===== config.mk =====
export PLATFORM = sky130hd
export DESIGN_NAME = chario_irq_ctrl
export DESIGN_NICKNAME = d
export VERILOG_FILES = /design/src/rtl/chario_pkg.sv /design/src/rtl/chario_in_port.sv /design/src/rtl/chario_out_port.sv /design/src/rtl/chario_irq.sv /design/src/rtl/chario_irq_ctrl.sv
export SDC_FILE = /design/constraint.sdc
export NUM_CORES = 1
export LEC_CHECK = 0
export ABC_CLOCK_PERIOD_IN_PS = 800
export BUFFER_PORTS_ARGS = -buffer_cell sky130_fd_sc_hd__buf_4
export CORE_MARGIN = 2
export CORE_UTILIZATION = 43
export CTS_BUF_LIST = sky130_fd_sc_hd__clkbuf_4 sky130_fd_sc_hd__clkbuf_8
export DETAILED_ROUTE_END_ITERATION = 8
export PLACE_DENSITY_LB_ADDON = 0.2
export SYNTH_ARGS = -nofsm -noshare
export SYNTH_HDL_FRONTEND = slang
export SYNTH_SLANG_ARGS = --single-unit

===== constraint.sdc =====
create_clock -name clk -period 0.8 [get_ports clk]
set_input_delay 0.12 -clock clk [delete_from_list [all_inputs] [get_ports clk]]
set_output_delay 0.12 -clock clk [all_outputs]
set_load 0.01 [all_outputs]

===== src/rtl/chario_pkg.sv =====
package chario_pkg;
  localparam int OPS_W  = 6;
  localparam int OP_INP = 5;
  localparam int OP_OUT = 4;
  localparam int OP_SKI = 3;
  localparam int OP_SKO = 2;
  localparam int OP_ION = 1;
  localparam int OP_IOF = 0;

  typedef struct packed {
    logic take_in;
    logic put_out;
    logic skip_in;
    logic skip_out;
    logic irq_on;
    logic irq_off;
  } io_cmd_t;

  function automatic io_cmd_t decode_cmd(input logic exec, input logic [OPS_W-1:0] ops);
    io_cmd_t c;
    c.take_in  = exec & ops[OP_INP];
    c.put_out  = exec & ops[OP_OUT];
    c.skip_in  = exec & ops[OP_SKI];
    c.skip_out = exec & ops[OP_SKO];
    c.irq_on   = exec & ops[OP_ION];
    c.irq_off  = exec & ops[OP_IOF];
    return c;
  endfunction
endpackage


===== src/rtl/chario_in_port.sv =====
module chario_in_port #(
  parameter int CHAR_W = 8
) (
  input  logic              clk,
  input  logic              rst_n,
  input  logic              strobe,
  input  logic [CHAR_W-1:0] data,
  input  logic              take,
  output logic [CHAR_W-1:0] hold,
  output logic              full
);
  always_ff @(posedge clk) begin
    if (!rst_n) begin
      hold <= '0;
      full <= 1'b0;
    end else begin
      if (strobe) hold <= data;
      if (strobe)    full <= 1'b1;
      else if (take) full <= 1'b0;
    end
  end

  a_r2_strobe_sets_flag: assert property (@(posedge clk) disable iff (!rst_n)
    strobe |=> full);
  a_r2_strobe_stores: assert property (@(posedge clk) disable iff (!rst_n)
    strobe |=> hold == $past(data));
  a_r3_take_clears: assert property (@(posedge clk) disable iff (!rst_n)
    (take && !strobe) |=> !full);
  a_r3_hold_stable: assert property (@(posedge clk) disable iff (!rst_n)
    !strobe |=> $stable(hold));
endmodule


===== src/rtl/chario_out_port.sv =====
module chario_out_port #(
  parameter int CHAR_W = 8
) (
  input  logic              clk,
  input  logic              rst_n,
  input  logic              load,
  input  logic [CHAR_W-1:0] acc_lo,
  input  logic              done,
  output logic [CHAR_W-1:0] hold,
  output logic              empty,
  output logic              valid
);
  always_ff @(posedge clk) begin
    if (!rst_n) begin
      hold  <= '0;
      empty <= 1'b1;
      valid <= 1'b0;
    end else begin
      valid <= load;
      if (load) hold <= acc_lo;
      if (done)      empty <= 1'b1;
      else if (load) empty <= 1'b0;
    end
  end

  a_r4_valid_follows_load: assert property (@(posedge clk) disable iff (!rst_n)
    load |=> valid && hold == $past(acc_lo));
  a_r4_valid_only_after_load: assert property (@(posedge clk) disable iff (!rst_n)
    !load |=> !valid);
  a_r4_load_clears: assert property (@(posedge clk) disable iff (!rst_n)
    (load && !done) |=> !empty);
  a_r5_done_sets: assert property (@(posedge clk) disable iff (!rst_n)
    done |=> empty);
endmodule


===== src/rtl/chario_irq.sv =====
module chario_irq #(
  parameter int STEP_W      = 3,
  parameter int FETCH_STEPS = 3
) (
  input  logic              clk,
  input  logic              rst_n,
  input  logic              irq_on,
  input  logic              irq_off,
  input  logic              ack,
  input  logic [STEP_W-1:0] step,
  input  logic              in_flag,
  input  logic              out_flag,
  output logic              enable,
  output logic              request
);
  localparam logic [STEP_W-1:0] FIRST_EXEC = STEP_W'(FETCH_STEPS);

  logic may_set;
  assign may_set = enable & (in_flag | out_flag) & (step >= FIRST_EXEC);

  always_ff @(posedge clk) begin
    if (!rst_n) begin
      enable  <= 1'b0;
      request <= 1'b0;
    end else begin
      if (ack || irq_off) enable <= 1'b0;
      else if (irq_on)    enable <= 1'b1;
      if (ack)          request <= 1'b0;
      else if (may_set) request <= 1'b1;
    end
  end

  a_r9_quiet_in_fetch: assert property (@(posedge clk) disable iff (!rst_n)
    (!request && step < FIRST_EXEC) |=> !request);
  a_r9_needs_enable: assert property (@(posedge clk) disable iff (!rst_n)
    (!request && !enable) |=> !request);
  a_r9_holds: assert property (@(posedge clk) disable iff (!rst_n)
    (request && !ack) |=> request);
  a_r10_ack_clears: assert property (@(posedge clk) disable iff (!rst_n)
    ack |=> !enable && !request);
  a_r8_on_sets: assert property (@(posedge clk) disable iff (!rst_n)
    (irq_on && !irq_off && !ack) |=> enable);
  a_r8_off_clears: assert property (@(posedge clk) disable iff (!rst_n)
    irq_off |=> !enable);
endmodule


===== src/rtl/chario_irq_ctrl.sv =====
module chario_irq_ctrl #(
  parameter int CHAR_W      = 8,
  parameter int STEP_W      = 3,
  parameter int FETCH_STEPS = 3
) (
  input  logic              clk,
  input  logic              rst_n,
  input  logic              dev_in_valid,
  input  logic [CHAR_W-1:0] dev_in_data,
  output logic              dev_in_ready,
  output logic              dev_out_valid,
  output logic [CHAR_W-1:0] dev_out_data,
  input  logic              dev_out_done,
  input  logic              io_exec,
  input  logic [5:0]        io_ops,
  input  logic [CHAR_W-1:0] acc_lo,
  output logic              acc_load,
  output logic [CHAR_W-1:0] acc_din,
  output logic              skip_req,
  input  logic [STEP_W-1:0] seq_step,
  input  logic              irq_ack,
  output logic              irq_pending
);
  import chario_pkg::*;

  io_cmd_t cmd;
  logic    in_full, out_empty, irq_en;

  assign cmd = decode_cmd(io_exec, io_ops);

  chario_in_port #(.CHAR_W(CHAR_W)) u_in (
    .clk(clk), .rst_n(rst_n), .strobe(dev_in_valid), .data(dev_in_data),
    .take(cmd.take_in), .hold(acc_din), .full(in_full));

  chario_out_port #(.CHAR_W(CHAR_W)) u_out (
    .clk(clk), .rst_n(rst_n), .load(cmd.put_out), .acc_lo(acc_lo),
    .done(dev_out_done), .hold(dev_out_data), .empty(out_empty),
    .valid(dev_out_valid));

  chario_irq #(.STEP_W(STEP_W), .FETCH_STEPS(FETCH_STEPS)) u_irq (
    .clk(clk), .rst_n(rst_n), .irq_on(cmd.irq_on), .irq_off(cmd.irq_off),
    .ack(irq_ack), .step(seq_step), .in_flag(in_full), .out_flag(out_empty),
    .enable(irq_en), .request(irq_pending));

  assign dev_in_ready = 1'b1;
  assign acc_load     = cmd.take_in;
  assign skip_req     = (cmd.skip_in & in_full) | (cmd.skip_out & out_empty);

  a_r6_skip_needs_exec: assert property (@(posedge clk) disable iff (!rst_n)
    !io_exec |-> !skip_req && !acc_load);
  a_r7_input_never_lost: assert property (@(posedge clk) disable iff (!rst_n)
    dev_in_valid |=> in_full);
  a_r1_ready_high: assert property (@(posedge clk) disable iff (!rst_n)
    dev_in_ready);
  a_r9_request_needs_enable: assert property (@(posedge clk) disable iff (!rst_n)
    $rose(irq_pending) |-> $past(irq_en));
endmodule


### Word-level counts from Yosys, hierarchy flattened

Cells that the tools add are included.

* magnitude comparators: 1
* mux-type cells: 2
* bitwise logic cells: 13
* reduce and logical (&&, ||, !) cells: 5

Operator list (count)
* 1-bit bitwise AND: 10
* 2-bit OR reduction: 3
* 3-bit by 2-bit >= comparator with 1-bit output (second input constant): 1
* 1-bit two-way mux: 2
* 1-bit OR: 2
* 2-bit nonzero test: 1
* 1-bit logical OR: 1
* 1-bit inverter: 1

* register bits after elaboration: 21
* output and inout bits: 21
* word-level logic and storage cells: 28

### Depth between registers and ports, before layout

* word-level depth: 3
* depth in mapped cells: 4
* depth with buffers taken out: 2

### Modules after synthesis

From an unflattened synthesis, not the netlist that was laid out.

* cells, all modules: 75
* area total of the unflattened synthesis: 849.6 µm²

By module, submodules not included
* chario_out_port: instances 1, cells each 30, area each 362.8 µm², sequential area each 200.2 µm²
* chario_in_port: instances 1, cells each 28, area each 335.3 µm², sequential area each 180.2 µm²
* chario_irq: instances 1, cells each 9, area each 101.3 µm², sequential area each 40.0 µm²
* chario_irq_ctrl: instances 1, cells each 8, area each 50.0 µm², sequential area each 0.0 µm²

### Worst setup path before layout

No wires, ideal clock.

* path type: reg-to-reg
* start: reg u_out.hold[0] (netlist name)
* end: reg u_out.hold[0]
* library setup time: 70 ps
* data arrival time: 681 ps
* data required time: 730 ps
* setup slack: 49 ps
* stages on the path, launching flop included: 3
* period minus slack after synthesis: 751 ps
* path through: dfxtp_1 a21bo_2 a21oi_1

RTL lines
* to (signal assigned): RTL line chario_out_port.sv:20 `if (load) hold <= acc_lo;`
* to (decl): RTL line chario_out_port.sv:9 `output logic [CHAR_W-1:0] hold,`

### Worst setup path after layout

* start: reg u_out.empty
* end: out skip_req

* longest elaborated chain between the ends: 2

Ends and longest elaborated chain
* from (decl): RTL line chario_out_port.sv:10 `output logic empty,`
* from (signal assigned): RTL line chario_out_port.sv:16 `empty <= 1'b1;`
* from (signal assigned): RTL line chario_out_port.sv:21 `if (done) empty <= 1'b1;`
* from (signal assigned): RTL line chario_out_port.sv:22 `else if (load) empty <= 1'b0;`
* 1-bit bitwise AND: RTL line chario_irq_ctrl.sv:47 `assign skip_req = (cmd.skip_in & in_full) | (cmd.skip_out & out_empty);`
* 1-bit OR: RTL line chario_irq_ctrl.sv:47
* to (decl): RTL line chario_irq_ctrl.sv:19 `output logic skip_req,`

No other way between the ends.

==> run metrics <==
clk_lat worst skew 0.31 ns; largest area contributor in the netlist dfxtp_1; Synth Area in XOR/XNOR 0%; Seq cells post-synth 21; most common cell after layout, fill and taps aside buf_4; maximum VDD drop about 1200 uV; Initial Util 44.5%; EDFF count, synth 0; Worst R2R Setup Slack -0.19 ns; worst hold stages 2; P_sw 0.530 mW; post-synthesis sequential area ratio 49.1%; Pint approximately 1.6 mW; worst r2r src u_in.full; Hold Crit Start dev_out_done; Total GRT Usage 18.4%; Final Util 71.9%; Slew Viols, Final 0; MaxCap Viol Count 0; antenna cell count 0; endpoint with the worst hold slack u_out.empty; Yosys cell types 25; WP data required 0.68 ns; GRT met2 Usage 32.0%; syn avg cell area 10.1 um^2; Crit Path Class reg2out; area growth from synthesis to layout 61.6%; clock share of power 24.8%; Reg-to-Reg End u_in.full; Via-to-Cell Ratio between 4 and 5; crit-path max FO 3; WL final ~2100 um; failing checks hold timing, setup timing; Worst Skew 0.00197 ns; Syn Inst Count 85; mux contribution to synthesized area roughly a tenth; cts bufs inserted 3; Final Hold Fails 1; Pwr Density 1510 nW/um^2; critical path capture point type primary output; initial antenna violation count 0; Yosys warnings 0; power share of the combinational group 20.4%; min cycle time layout ~1.1 ns; DP Area roughly 1200 um^2; CTS clk-pin slew, worst paths 0.12 ns; Yosys top cell area share 49.1%; largest net degree at the start of global routing 23; Die Width 48.6 um; Starting DRT DRC Count 0; grt ovf 0; Die Ht a little under 50 um; met1 usage a little under a fifth; clk buf depth 2; Synth Area in Compound Gates 22.4%; sequential share of power 54.8%; synthesized-area fraction occupied by adder cells 0%; met3 Resource Use GR 5.25%; top_reg_cell synth dfxtp_1; area of the die 2360 um^2; CTS tree yes; largest family of logic cells by synthesized area compound AO/OA/AOI/OAI gates; # setup viols final 22; Worst Setup Slack, final -0.321 ns; hold-fix buffers at CTS 1; Synth Cell Area 856 um^2; DR pass1 iterations 1; DRC violations left 0; nets@finish ~170; Most Crowded Layer GR met2; Switching Fraction about a quarter; htree depth 1; crit share post-route 140%; Simple-Gate Fraction of Synth Area 11.3%; R2R cell count 4; post-DP HPWL 1360 um; worst hold path type in2reg; Lkg Pwr roughly 0.63 nW; I/O Buffers 50; filler cell count 165; first-pass GRT wire length ~3400 um; RSZ-0062 raised after global routing yes; vias 800; Startpoint Class flop; CTS Root Buffer Type clkbuf_4; vias in the first global route 803; layout cell share with drive strength beyond 1 66.2%; Synth area leaders dfxtp_1 49%, mux2i_1 9.4%, a21bo_2 7.0%; Arr. time, crit path 1.00 ns; fmax 0.892 GHz; post-synth net total 116; status complete, but fails checks; final instance area about 1400 um^2; GPL Wtd Cong 0.750; placement row count 16; post-route ant nets 0; core region area 1920 um^2; most frequent cells in the layout 34 x buf_4, 20 x dfxtp_2, 19 x buf_6; Sink Count 21; Ports 52; WHS -0.00876 ns; average wire per standard cell 12.8 um; asr flop ratio synth 0%
## timing repair
| action | 4_1_cts | 5_1_grt |
|---|---|---|
| resized for setup | 39 | 6 |
| setup buffers | 2 | 1 |
| hold endpoints to repair | 2 | 1 |
| endpoints found under the setup margin | 19 | 22 |
| pin swaps | 1 | 1 |
## metal layers
| metal | share of wire (%) | vias to the layer above |
|---|---|---|
| met1 | 40 | 367 |
| met5 | 0 | - |
| met3 | 6.9 | 6 |
| met4 | 2.6 | 0 |
| met2 | 51 | 33 |
| li1 | - | 394 |
## power by group through the flow
stage / logic, mW / registers (mW) / clock network, mW
finish: 0.426 / 1.14 / 0.517
global route: 0.461 / 1.15 / 0.585
CTS: 0.410 / 1.14 / 0.540
detailed placement: 0.369 / 1.15 / 0
global placement: 0.361 / 1.14 / 0
floorplan: 0.161 / 1.16 / 0
## worst max path at each step
stage / start / to / slack, ns
after detailed placement: io_exec / u_out.empty / -0.04
after floorplan: u_out.hold[0] / u_out.hold[0] / 0.05
after CTS: u_in.full / skip_req / -0.34
after global placement: io_exec / u_out.empty / -0.02
after global routing: u_out.empty / skip_req / -0.39
final: u_out.empty / skip_req / -0.32
## flip-flops by register name, indices dropped and copies added (netlist names)
name           count
u_in.hold          8
u_out.hold         8
u_in.full          1
u_irq.enable       1
u_irq.request      1
u_out.empty        1
u_out.valid        1
## Yosys cell counts, types with 2 or more instances
master	n
nand3_1	8
a21bo_2	6
a211oi_1	3
buf_4	2
a21bo_1	2
dfxtp_1	21
buf_2	3
a21oi_2	2
mux2i_1	8
nor2_1	9
a21oi_1	7
## stage by stage
| stage | worst slack (ns) | TNS (ns) | hold slack (ns) | instances | power [mW] |
|---|---|---|---|---|---|
| final | -0.321 | -2.04 | -0.00876 | 163 | 2.08 |
| after global placement | -0.0162 | -0.0162 | 0.305 | 155 | 1.51 |
| after global routing | -0.392 | -2.84 | -0.0270 | 163 | 2.19 |
| after detailed placement | -0.0399 | -0.0399 | 0.313 | 155 | 1.52 |
| after floorplan | 0.0494 | 0 | 0.219 | 85 | 1.33 |
| after CTS | -0.339 | -2.04 | -0.0174 | 162 | 2.09 |
## worst max-delay path, stage by stage (launching register included)
cell and delay, ns:
dfxtp_2 0.35, a22oi_2 0.14, nor2b_1 0.06, buf_4 0.14
## area by class of cell
type / instances / area [um^2] / area share, %
sequential: 21 / 445 / 32.2
inverter: 2 / 7.51 / 0.543
clock buffer: 3 / 22.5 / 1.63
timing repair buffer: 54 / 479 / 34.7
clock inverter: 1 / 5.00 / 0.362
multi-input combinational: 55 / 389 / 28.1
tap: 27 / 33.8 / 2.44
## kinds of logic after synthesis
group,after synthesis
AO/OA/AOI/OAI,25
buffers and inverters,9
flip-flops,21
multiplexers,8
other,1
AND/OR/NAND/NOR,21
Note: power is estimated with default switching activity, not from simulation.
